<file path="src/rtl/sw_ctl_pkg.sv">
// Shared constants and register codes for the quad switch control slave.
package sw_ctl_pkg;
    localparam int BYTE_W     = 8;
    localparam int FRAME_BITS = 3 * BYTE_W;
    localparam int FLAGS      = BYTE_W / 2;   // fault flags per channel
    localparam int RD_BIT     = 6;            // command bit selecting read

    localparam logic [7:0] REG_MASTER = 8'h00;
    localparam logic [7:0] REG_SWITCH = 8'h03;
    localparam logic [7:0] REG_CLEAR  = 8'h05;
endpackage

</file>
<file path="src/rtl/swc_frame_rx.sv">
// Frame receiver: counts 24 rising serial clock edges while select is low,
// flags header and frame completion, and shifts the reply out on MISO.
// Assumes cs_n/sclk/mosi are synchronous to clk and slower than clk/4.
module swc_frame_rx
    import sw_ctl_pkg::*;
(
    input  logic                  clk,
    input  logic                  rst_n,
    input  logic                  cs_n,
    input  logic                  sclk,
    input  logic                  mosi,
    input  logic [BYTE_W-1:0]     tx_load,
    output logic                  hdr_done,
    output logic                  hdr_rd,
    output logic [1:0]            hdr_chip,
    output logic [BYTE_W-1:0]     hdr_reg,
    output logic                  frame_done,
    output logic [FRAME_BITS-1:0] frame,
    output logic                  miso
);
    localparam int CW = $clog2(FRAME_BITS + 1);

    logic                  sclk_q;
    logic                  rise;
    logic [CW-1:0]         cnt;
    logic [FRAME_BITS-2:0] sh;
    logic [BYTE_W-1:0]     tx;

    assign rise       = sclk && !sclk_q && !cs_n;
    assign hdr_done   = rise && (cnt == CW'(2 * BYTE_W - 1));
    assign frame_done = rise && (cnt == CW'(FRAME_BITS - 1));
    assign frame      = {sh, mosi};
    assign hdr_rd     = sh[2 * BYTE_W - 3];
    assign hdr_chip   = sh[2 * BYTE_W - 4 -: 2];
    assign hdr_reg    = {sh[BYTE_W-2:0], mosi};
    assign miso       = tx[BYTE_W-1];

    // Remember the previous serial clock level for edge detection.
    always_ff @(posedge clk) begin
        if (!rst_n) sclk_q <= 1'b0;
        else        sclk_q <= sclk;
    end

    // Shift in data bits and count them, saturating at a full frame.
    always_ff @(posedge clk) begin
        if (!rst_n) begin
            cnt <= '0;
            sh  <= '0;
        end else if (cs_n) begin
            cnt <= '0;
        end else if (rise && cnt != CW'(FRAME_BITS)) begin
            sh  <= frame[FRAME_BITS-2:0];
            cnt <= cnt + CW'(1);
        end
    end

    // Reply shifter: loaded after the header, shifted during the data byte.
    always_ff @(posedge clk) begin
        if (!rst_n || cs_n)
            tx <= '0;
        else if (hdr_done)
            tx <= tx_load;
        else if (rise && cnt >= CW'(2 * BYTE_W) && cnt < CW'(FRAME_BITS - 1))
            tx <= {tx[BYTE_W-2:0], 1'b0};
    end
endmodule

</file>
<file path="src/rtl/swc_regs.sv">
// Register file: switch enable, sticky per-channel fault flags with masked
// set-dominant clear, and the read multiplexer. Assumes NCH is 2 or 4.
module swc_regs
    import sw_ctl_pkg::*;
#(
    parameter int NCH         = 4,
    parameter bit PARALLEL_IN = 1'b0
) (
    input  logic                 clk,
    input  logic                 rst_n,
    input  logic                 wr_en,
    input  logic [BYTE_W-1:0]    wr_reg,
    input  logic [NCH-1:0]       wr_mask,
    input  logic [BYTE_W-1:0]    rd_reg,
    input  logic [NCH-1:0]       par_in,
    input  logic [NCH*FLAGS-1:0] diag_in,
    output logic [BYTE_W-1:0]    rd_data,
    output logic [NCH-1:0]       sw_out,
    output logic                 fault_pull
);
    localparam int NPAIR = NCH / 2;

    logic [NCH-1:0]             en_q;
    logic [NCH-1:0][FLAGS-1:0]  lat;
    logic [NCH-1:0]             any_ch;
    logic [NPAIR-1:0][BYTE_W-1:0] pair;
    logic                       clr_hit;

    assign clr_hit    = wr_en && (wr_reg == REG_CLEAR);
    assign fault_pull = |any_ch;

    // Select the switch source by build option.
    always_comb begin
        if (PARALLEL_IN) sw_out = par_in;
        else             sw_out = en_q;
    end

    // Switch enable register, written only in the serial-control build.
    always_ff @(posedge clk) begin
        if (!rst_n)
            en_q <= '0;
        else if (wr_en && wr_reg == REG_SWITCH && !PARALLEL_IN)
            en_q <= wr_mask;
    end

    for (genvar c = 0; c < NCH; c++) begin : g_ch
        // Sticky flags: new faults win over a clear in the same cycle.
        always_ff @(posedge clk) begin
            if (!rst_n)
                lat[c] <= '0;
            else
                lat[c] <= ((clr_hit && wr_mask[c]) ? '0 : lat[c])
                          | diag_in[c*FLAGS +: FLAGS];
        end
        assign any_ch[c] = |lat[c];
    end

    for (genvar p = 0; p < NPAIR; p++) begin : g_pair
        assign pair[p] = {lat[2*p+1], lat[2*p]};
    end

    // Read multiplexer over the register map.
    always_comb begin
        rd_data = '0;
        if (rd_reg == REG_MASTER) rd_data = BYTE_W'(any_ch);
        if (rd_reg == REG_SWITCH) rd_data = BYTE_W'(sw_out);
        for (int p = 0; p < NPAIR; p++)
            if (rd_reg == BYTE_W'(p + 1)) rd_data = pair[p];
    end
endmodule

</file>
<file path="src/rtl/swc_fwd.sv">
// Downstream retransmitter: replays a captured 24-bit frame as a mode-0
// serial transfer, HALF system clocks per clock phase. A start that comes
// while a replay is running is dropped (host pacing is assumed to prevent it).
module swc_fwd
    import sw_ctl_pkg::*;
#(
    parameter int HALF = 2
) (
    input  logic                  clk,
    input  logic                  rst_n,
    input  logic                  start,
    input  logic [FRAME_BITS-1:0] frame,
    output logic                  fwd_cs_n,
    output logic                  fwd_sclk,
    output logic                  fwd_mosi
);
    localparam int TW = (HALF > 1) ? $clog2(HALF) : 1;
    localparam int BW = $clog2(FRAME_BITS);

    logic                  busy;
    logic                  phase;
    logic [TW-1:0]         tick;
    logic [BW-1:0]         bitn;
    logic [FRAME_BITS-1:0] sh;

    assign fwd_cs_n = !busy;
    assign fwd_mosi = busy && sh[FRAME_BITS-1];

    // Phase sequencer: low phase presents a bit, high phase clocks it.
    always_ff @(posedge clk) begin
        if (!rst_n) begin
            busy <= 1'b0; phase <= 1'b0; tick <= '0; bitn <= '0;
            sh <= '0; fwd_sclk <= 1'b0;
        end else if (!busy) begin
            if (start) begin
                busy <= 1'b1; phase <= 1'b0; tick <= '0; bitn <= '0;
                sh <= frame;
            end
        end else if (tick != TW'(HALF - 1)) begin
            tick <= tick + TW'(1);
        end else begin
            tick <= '0;
            if (!phase) begin
                phase    <= 1'b1;
                fwd_sclk <= 1'b1;
            end else begin
                phase    <= 1'b0;
                fwd_sclk <= 1'b0;
                if (bitn == BW'(FRAME_BITS - 1)) begin
                    busy <= 1'b0;
                end else begin
                    bitn <= bitn + BW'(1);
                    sh   <= {sh[FRAME_BITS-2:0], 1'b0};
                end
            end
        end
    end
endmodule

</file>
<file path="src/rtl/sw_quad_ctl.sv">
// Top of the quad switch serial control slave: routes completed frames to
// the local registers (chip address zero) or to the downstream replay with
// the chip address lowered by one, and prepares the MISO reply.
module sw_quad_ctl
    import sw_ctl_pkg::*;
#(
    parameter int NCH         = 4,
    parameter bit PARALLEL_IN = 1'b0,
    parameter int FWD_HALF    = 2
) (
    input  logic                 clk,
    input  logic                 rst_n,
    input  logic                 spi_cs_n,
    input  logic                 spi_sclk,
    input  logic                 spi_mosi,
    output logic                 spi_miso,
    input  logic [NCH-1:0]       par_in,
    input  logic [NCH*FLAGS-1:0] diag_in,
    output logic [NCH-1:0]       sw_out,
    output logic                 fault_pull,
    output logic                 fwd_cs_n,
    output logic                 fwd_sclk,
    output logic                 fwd_mosi
);
    logic                  hdr_done, hdr_rd, frame_done;
    logic [1:0]            hdr_chip;
    logic [BYTE_W-1:0]     hdr_reg, rd_data, tx_load, f_cmd;
    logic [FRAME_BITS-1:0] frame, fwd_frame;
    logic                  local_hit, wr_en, fwd_start;

    assign f_cmd     = frame[FRAME_BITS-1 -: BYTE_W];
    assign local_hit = (f_cmd[5:4] == 2'd0);
    assign wr_en     = frame_done && local_hit && !f_cmd[RD_BIT];
    assign fwd_start = frame_done && !local_hit;
    assign fwd_frame = {f_cmd[7:6], f_cmd[5:4] - 2'd1, f_cmd[3:0],
                        frame[2*BYTE_W-1:0]};

    // Reply selection: reads, or status for parallel-build enable writes.
    always_comb begin
        tx_load = '0;
        if (hdr_chip == 2'd0 &&
            (hdr_rd || (PARALLEL_IN && hdr_reg == REG_SWITCH)))
            tx_load = rd_data;
    end

    swc_frame_rx u_rx (
        .clk(clk), .rst_n(rst_n), .cs_n(spi_cs_n), .sclk(spi_sclk),
        .mosi(spi_mosi), .tx_load(tx_load), .hdr_done(hdr_done),
        .hdr_rd(hdr_rd), .hdr_chip(hdr_chip), .hdr_reg(hdr_reg),
        .frame_done(frame_done), .frame(frame), .miso(spi_miso)
    );

    swc_regs #(.NCH(NCH), .PARALLEL_IN(PARALLEL_IN)) u_regs (
        .clk(clk), .rst_n(rst_n), .wr_en(wr_en),
        .wr_reg(frame[2*BYTE_W-1 -: BYTE_W]), .wr_mask(frame[NCH-1:0]),
        .rd_reg(hdr_reg), .par_in(par_in), .diag_in(diag_in),
        .rd_data(rd_data), .sw_out(sw_out), .fault_pull(fault_pull)
    );

    swc_fwd #(.HALF(FWD_HALF)) u_fwd (
        .clk(clk), .rst_n(rst_n), .start(fwd_start), .frame(fwd_frame),
        .fwd_cs_n(fwd_cs_n), .fwd_sclk(fwd_sclk), .fwd_mosi(fwd_mosi)
    );
endmodule

</file>
<file path="config.mk">
export PLATFORM = sky130hd
export DESIGN_NAME = sw_quad_ctl
export DESIGN_NICKNAME = d
export VERILOG_FILES = /design/src/rtl/sw_ctl_pkg.sv /design/src/rtl/swc_frame_rx.sv /design/src/rtl/swc_regs.sv /design/src/rtl/swc_fwd.sv /design/src/rtl/sw_quad_ctl.sv
export SDC_FILE = /design/constraint.sdc
export NUM_CORES = 1
export LEC_CHECK = 0
export BUFFER_PORTS_ARGS = -buffer_cell sky130_fd_sc_hd__buf_2
export CAP_MARGIN = 25
export CORE_UTILIZATION = 30
export DETAILED_ROUTE_END_ITERATION = 12
export MAX_ROUTING_LAYER = met4
export PLACE_DENSITY_LB_ADDON = 0.05
export SYNTH_ARGS = -nofsm -noshare
export SYNTH_HDL_FRONTEND = slang
export SYNTH_HIERARCHICAL = 1
export SYNTH_SLANG_ARGS = --single-unit
</file>
<file path="constraint.sdc">
create_clock -name clk -period 3.1 [get_ports clk]
set_input_delay 0.465 -clock clk [delete_from_list [all_inputs] [get_ports clk]]
set_output_delay 0.465 -clock clk [all_outputs]
set_load 0.02 [all_outputs]
</file>
Word level (Yosys, flattened, before mapping)
Cells that the tools add are included.
{ "totals": {"inputBits": 25, "reg_bits": 90, "output_inout_bits": 9, "elab_cells": 111} }
{ "classes": {"bitwise_logic": 6, "n_eq_ne": 12, "addsub": 4, "n_lt_le_gt_ge": 2, "n_reduce_logical": 40, "n_mux": 32} }
{ "op_table": {"columns": ["cell", "n"], "rows": [
  ["two-way mux 24 bit", 5],
  ["two-way mux 8 bit", 5],
  ["two-way mux 5 bit", 5],
  ["equality test 8 x 2 -> 1 bit, second input constant", 3],
  ["two-way mux 4 bit", 6],
  ["logical AND 1 bit", 18],
  ["OR 4 bit", 4],
  ["OR reduction 16 bit", 1],
  ["OR reduction 4 bit", 4],
  ["two-way mux 1 bit", 11],
  ["adder 5 x 1 -> 5 bit, second input constant", 2],
  ["equality test 5 bit, second input constant", 2],
  ["equality test 8 x 1 -> 1 bit, second input constant", 1],
  ["equality test 8 x 3 -> 1 bit, second input constant", 1],
  ["zero test 8 bit", 1],
  ["zero test 1 bit", 6],
  ["!= test 2 bit, second input constant", 3],
  ["AND reduction 2 bit", 3],
  ["equality test 5 x 4 -> 1 bit, second input constant", 1],
  ["greater-or-equal comparator 5 bit, second input constant", 1],
  ["< comparator 5 bit, second input constant", 1],
  ["!= test 5 bit, second input constant", 1],
  ["zero test 2 bit", 2],
  ["AND reduction 4 bit", 1],
  ["6 further kinds", 8]
]} }

Logic depth before layout (Yosys ltp)
{ "logic_depth": {"depth_word": 10, "ltp_mapped": 9} }

Cells and area by module
Netlist, hierarchy kept.
{ "by_module_without_submodules": {"columns": ["module", "area_per_inst_um2", "cells_per_inst", "n_inst", "seq_area_each_um2"], "rows": [
  ["swc_frame_rx", 1757.9, 205, 1, 740.7],
  ["swc_fwd", 1680.4, 178, 1, 660.6],
  ["swc_regs", 979.7, 125, 1, 400.4],
  ["sw_quad_ctl", 138.9, 14, 1, 0.0]
]} }

Least setup slack after synthesis
Ideal clock, no wire load.
{ "synth_timing": {"path_type": "input to register", "startpoint": "input port spi_cs_n", "endpoint": "register u_regs.en_q[0] (netlist: u_regs/sw_out[0])", "setup_ps": 128, "arrival_ps": 2375, "path_buffers": 2, "slack_ps": 597, "cell_stages": 9, "cell_sequence": "or3b_4 > buf_6 > buf_2 > nor3_1 > and3b_1 > nor4b_1 > nand4b_1 > nand3_1 > o21ai_0"} }
{ "synth_between": {"elab_chain_cells": 6} }
{ "synth_rtl": {"columns": ["item", "line", "text"], "rows": [
  ["start: declaration", "sw_quad_ctl.sv:13", "input logic spi_cs_n,"],
  ["zero test 1 bit", "swc_frame_rx.sv:29", "assign rise = sclk && !sclk_q && !cs_n;"],
  ["logical AND 1 bit", "swc_frame_rx.sv:29", null],
  ["logical AND 1 bit", "swc_frame_rx.sv:31", "assign frame_done = rise && (cnt == CW'(FRAME_BITS - 1));"],
  ["via frame_done", "sw_quad_ctl.sv:25", "logic hdr_done, hdr_rd, frame_done;"],
  ["logical AND 1 bit (2 in series)", "sw_quad_ctl.sv:33", "assign wr_en = frame_done && local_hit && !f_cmd[RD_BIT];"],
  ["via wr_en", "sw_quad_ctl.sv:29", "logic local_hit, wr_en, fwd_start;"],
  ["logical AND 1 bit", "swc_regs.sv:42", "else if (wr_en && wr_reg == REG_SWITCH && !PARALLEL_IN)"],
  ["end signal: assignment", "swc_regs.sv:43", "en_q <= wr_mask;"],
  ["end: declaration", "swc_regs.sv:23", "logic [NCH-1:0] en_q;"]
]} }
The timed path passes the listed nets, and every way through them passes these cells.
A chain may end at the register's enable or synchronous reset.

Worst setup path after layout
{ "layout_timing": {"startpoint": "register u_rx.sclk_q", "endpoint": "register u_regs.en_q[3] (netlist: u_regs/sw_out[3])"} }
{ "layout_between": {"elab_chain_cells": 7} }
{ "layout_rtl": {"columns": ["item", "line", "text"], "rows": [
  ["start: declaration", "swc_frame_rx.sv:23", "logic sclk_q;"],
  ["start signal: assignment", "swc_frame_rx.sv:41", "else sclk_q <= sclk;"],
  ["zero test 1 bit", "swc_frame_rx.sv:29", null],
  ["logical AND 1 bit (2 in series)", "swc_frame_rx.sv:29", null],
  ["logical AND 1 bit", "swc_frame_rx.sv:31", null],
  ["via frame_done", "sw_quad_ctl.sv:25", null],
  ["logical AND 1 bit (2 in series)", "sw_quad_ctl.sv:33", null],
  ["via wr_en", "sw_quad_ctl.sv:29", null],
  ["logical AND 1 bit", "swc_regs.sv:42", null]
]} }
The timed path passes the listed nets, and every way through them passes these cells.

==> reports/metrics.yaml <==
outcome:
  status: "finished, violations left"
  failed_checks: "DRC"
hold_path:
  hold_path_class: "primary input to register"
sta:
  rsz0062_at_grt: "false"
  final_max_slew_viol_count: 0
  tightestPinTransition_ps: 1038
  period_minus_slack_ps: 2494
  finalHoldViolations: 0
  finalSetupTns_ps: 0
  fin_skew_ps: 7.045
  postLayoutSetupSlackWorst_ps: 606.2
  fin_crit_sh_pct: 80.44
  slew_headroom_pct: 30.76
  setup_viol: 0
  max_clock_freq_mhz: 401.0
critical_path:
  start_kind: "register"
  cp.arrival_ps: 2720
  end_kind: "register"
  cp_max_fo: 8
  critPathKind: "register to register"
  r2r_setup_slack_ps: 610
  worstPathRequired_ps: 3320
yosys:
  yosys.area.top_type: "dfxtp_1"
  syn-num-nets: 552
  ys_seq_elements: 90
  ys_warn_count: 6
  synthTopCellsByArea: "dfxtp_1 (40%), o21ai_0 (6.3%), mux2_2 (5.9%), mux2i_1 (5.3%), nand2_1 (4.6%)"
  avgSynthCellArea_sq_um: 8.730
  ys_seq_area_share_pct: 39.54
  synth_cell_types: 48
  synth.top_cells.by_count: "dfxtp_1 (90), o21ai_0 (57), nand2_1 (56)"
  synthArstFlopShare_pct: 0
  synthCells: 522
  synth_top_area_share_pct: 39.54
  ys.flop_type: "dfxtp_1"
  synth-edff-count: 0
  synth.most_common_cell: "dfxtp_1"
  syn-cell-area_sq_mm: 0.004557
routing:
  drtIter0Drc: 197
  vias_per_cell: 5.183
  post-route-drc-count: 5
  ant_nets: 0
  wl_per_cell_um: 15.99
  via_count: 3685
  first_pass_iters: 10
  wl_um: 11370
power_and_ir_drop:
  ir_drop_v: 0.0002627
  p_leak_uw: 0.001933
  p_per_area_mw_per_mm2: 504.6
global_routing:
  grt_pass1_vias: 3605
  grt_pass1_wl_um: 18980
  antenna_found_initial: 0
  grt_max_degree: 103
  overflow: 0
  grt_usage_pct: 15.75
clocking:
  ctsHoldBuffers: 0
  numCtsBuffers: 9
  cts-root-buf: "clkbuf_16"
  cts_max_level: 3
  worstSkewPairLatency_ps: 350
  clkTransAtPathRegs_ps: 60
  clock_sinks: 90
  cts_buffer_depth: 2
  post_cts_buffers: 0
  cts-resized-gates: 0
  cts_tree: "built"
floorplanning:
  ioPinCount: 34
  start_util_pct: 31.00
  core_sq_mm: 0.01470
  die_h_um: 125.2
  dieArea_sq_mm: 0.01569
  fp.dieW_um: 125.2
  row_count: 44
placement:
  place_inst: 695
  dpl_cell_area_sq_mm: 0.004761
  pre_cts_slack_ps: 393.6
  dpl.hpwl_um: 7334
  place.gp.congestion: 0.7174
  numPortBuffers: 29
finish:
  layout.cells.non_filler: 711
  antennaDiodeCount: 0
  syn2layout_area_growth_pct: 11.83
  multiInputGateArea_sq_mm: 0.002431
  drive_gt1_share_pct: 17.27
  final_util_pct: 34.67
  final_area_sq_mm: 0.005096
  nets: 552
  seq_area_sq_mm: 0.001802
  nFillCells: 1521
run:
  drv_cap: 0
-- per-layer routing --
metal / global-route usage, % / wire length, um
met1: 19.14 / 5539
met2: 25.24 / 5258
met3: 4.193 / 391
met4: 5.237 / 177
met5: - / 0
-- stage by stage --
step	hold slack (ps)	total power, uW
floorplan	433.4	1295
global placement	441.8	1343
detailed placement	451.6	1344
CTS	318.8	2630
global route	335.2	2687
finish	334.0	2572
-- layout by cell type (no fill, tap or decap), types with 3 or more instances in the layout --
| cell type | instances |
|---|---|
| mux2i_1 | 24 |
| bufinv_16 | 3 |
| nor2b_1 | 10 |
| nor2_1 | 25 |
| and3_1 | 5 |
| nand2b_1 | 3 |
| a21oi_1 | 8 |
| or3_1 | 3 |
| a22oi_1 | 4 |
| nand4b_1 | 4 |
| inv_1 | 18 |
| dfxtp_1 | 90 |
| o21ai_0 | 57 |
| a21boi_0 | 21 |
| and4bb_2 | 8 |
| nand3_1 | 36 |
| mux2_2 | 24 |
| or4_1 | 3 |
| a21boi_1 | 8 |
| clkbuf_16 | 9 |
| ha_1 | 5 |
| nand2_1 | 56 |
| o211ai_1 | 4 |
| o31ai_1 | 8 |
| a31oi_1 | 15 |
| buf_4 | 5 |
| buf_2 | 29 |
| nand4_1 | 9 |
-- worst max-delay path: stages, from the launching register on --
cell and delay (ps):
dfxtp_1 350, or3b_4 410, nor3_1 290, and3b_1 210, nor4b_1 390, buf_4 210
nand4b_1 250, nand3_1 170, o21ai_0 90
-- registers in the layout (all words and copies together) (netlist names) --
register and cells:
u_fwd/tick 1, u_fwd/bitn 5, u_fwd/fwd_sclk 1, u_fwd/busy 1, u_rx/sclk_q 1, u_rx/cnt 5
u_rx/tx 8, u_fwd/phase 1, u_regs/lat 16, u_rx/sh 23, u_fwd/sh 24, u_regs/sw_out 4
-- layout make-up --
type	instances	share of cell area (%)
Clock buffer	11	4.567
Clock inverter	5	2.013
Inverter	18	1.326
Multi-Input combinational cell	367	47.70
Sequential cell	90	35.35
Tap cell	184	4.518
Timing Repair Buffer	36	4.518
-- power breakdown --
| part | internal [uW] | switching [uW] | total [uW] |
|---|---|---|---|
| clock | 787 | 468 | 1260 |
| combinational | 50.2 | 75.0 | 125 |
| sequential | 1170 | 17.4 | 1190 |
| total | 2010 | 561 | 2570 |
-- cells by family after synthesis --
group | count (synthesis) | synth area share, %
AND/OR/NAND/NOR | 181 | 21.72
AO/OA/AOI/OAI | 131 | 17.93
flip-flops | 90 | 39.54
buffers and inverters | 65 | 7.249
multiplexers | 50 | 12.19
adder cells (fa/ha/maj) | 5 | 1.373
-- path summary, 6_finish.rpt --
check	startpoint	endpoint	cells past startpoint
min reg2reg	u_fwd/sh[14]$_SDFFE_PN0P_	u_fwd/sh[14]$_SDFFE_PN0P_	2
min	diag_in[4]	u_regs/lat[4]$_SDFF_PN0_	3
max	u_rx/sclk_q$_SDFF_PN0_	u_regs/sw_out[3]$_SDFFE_PN0P_	8
max reg2reg	u_rx/sclk_q$_SDFF_PN0_	u_regs/sw_out[3]$_SDFFE_PN0P_	8
Note: power is estimated with default switching activity, not from simulation.
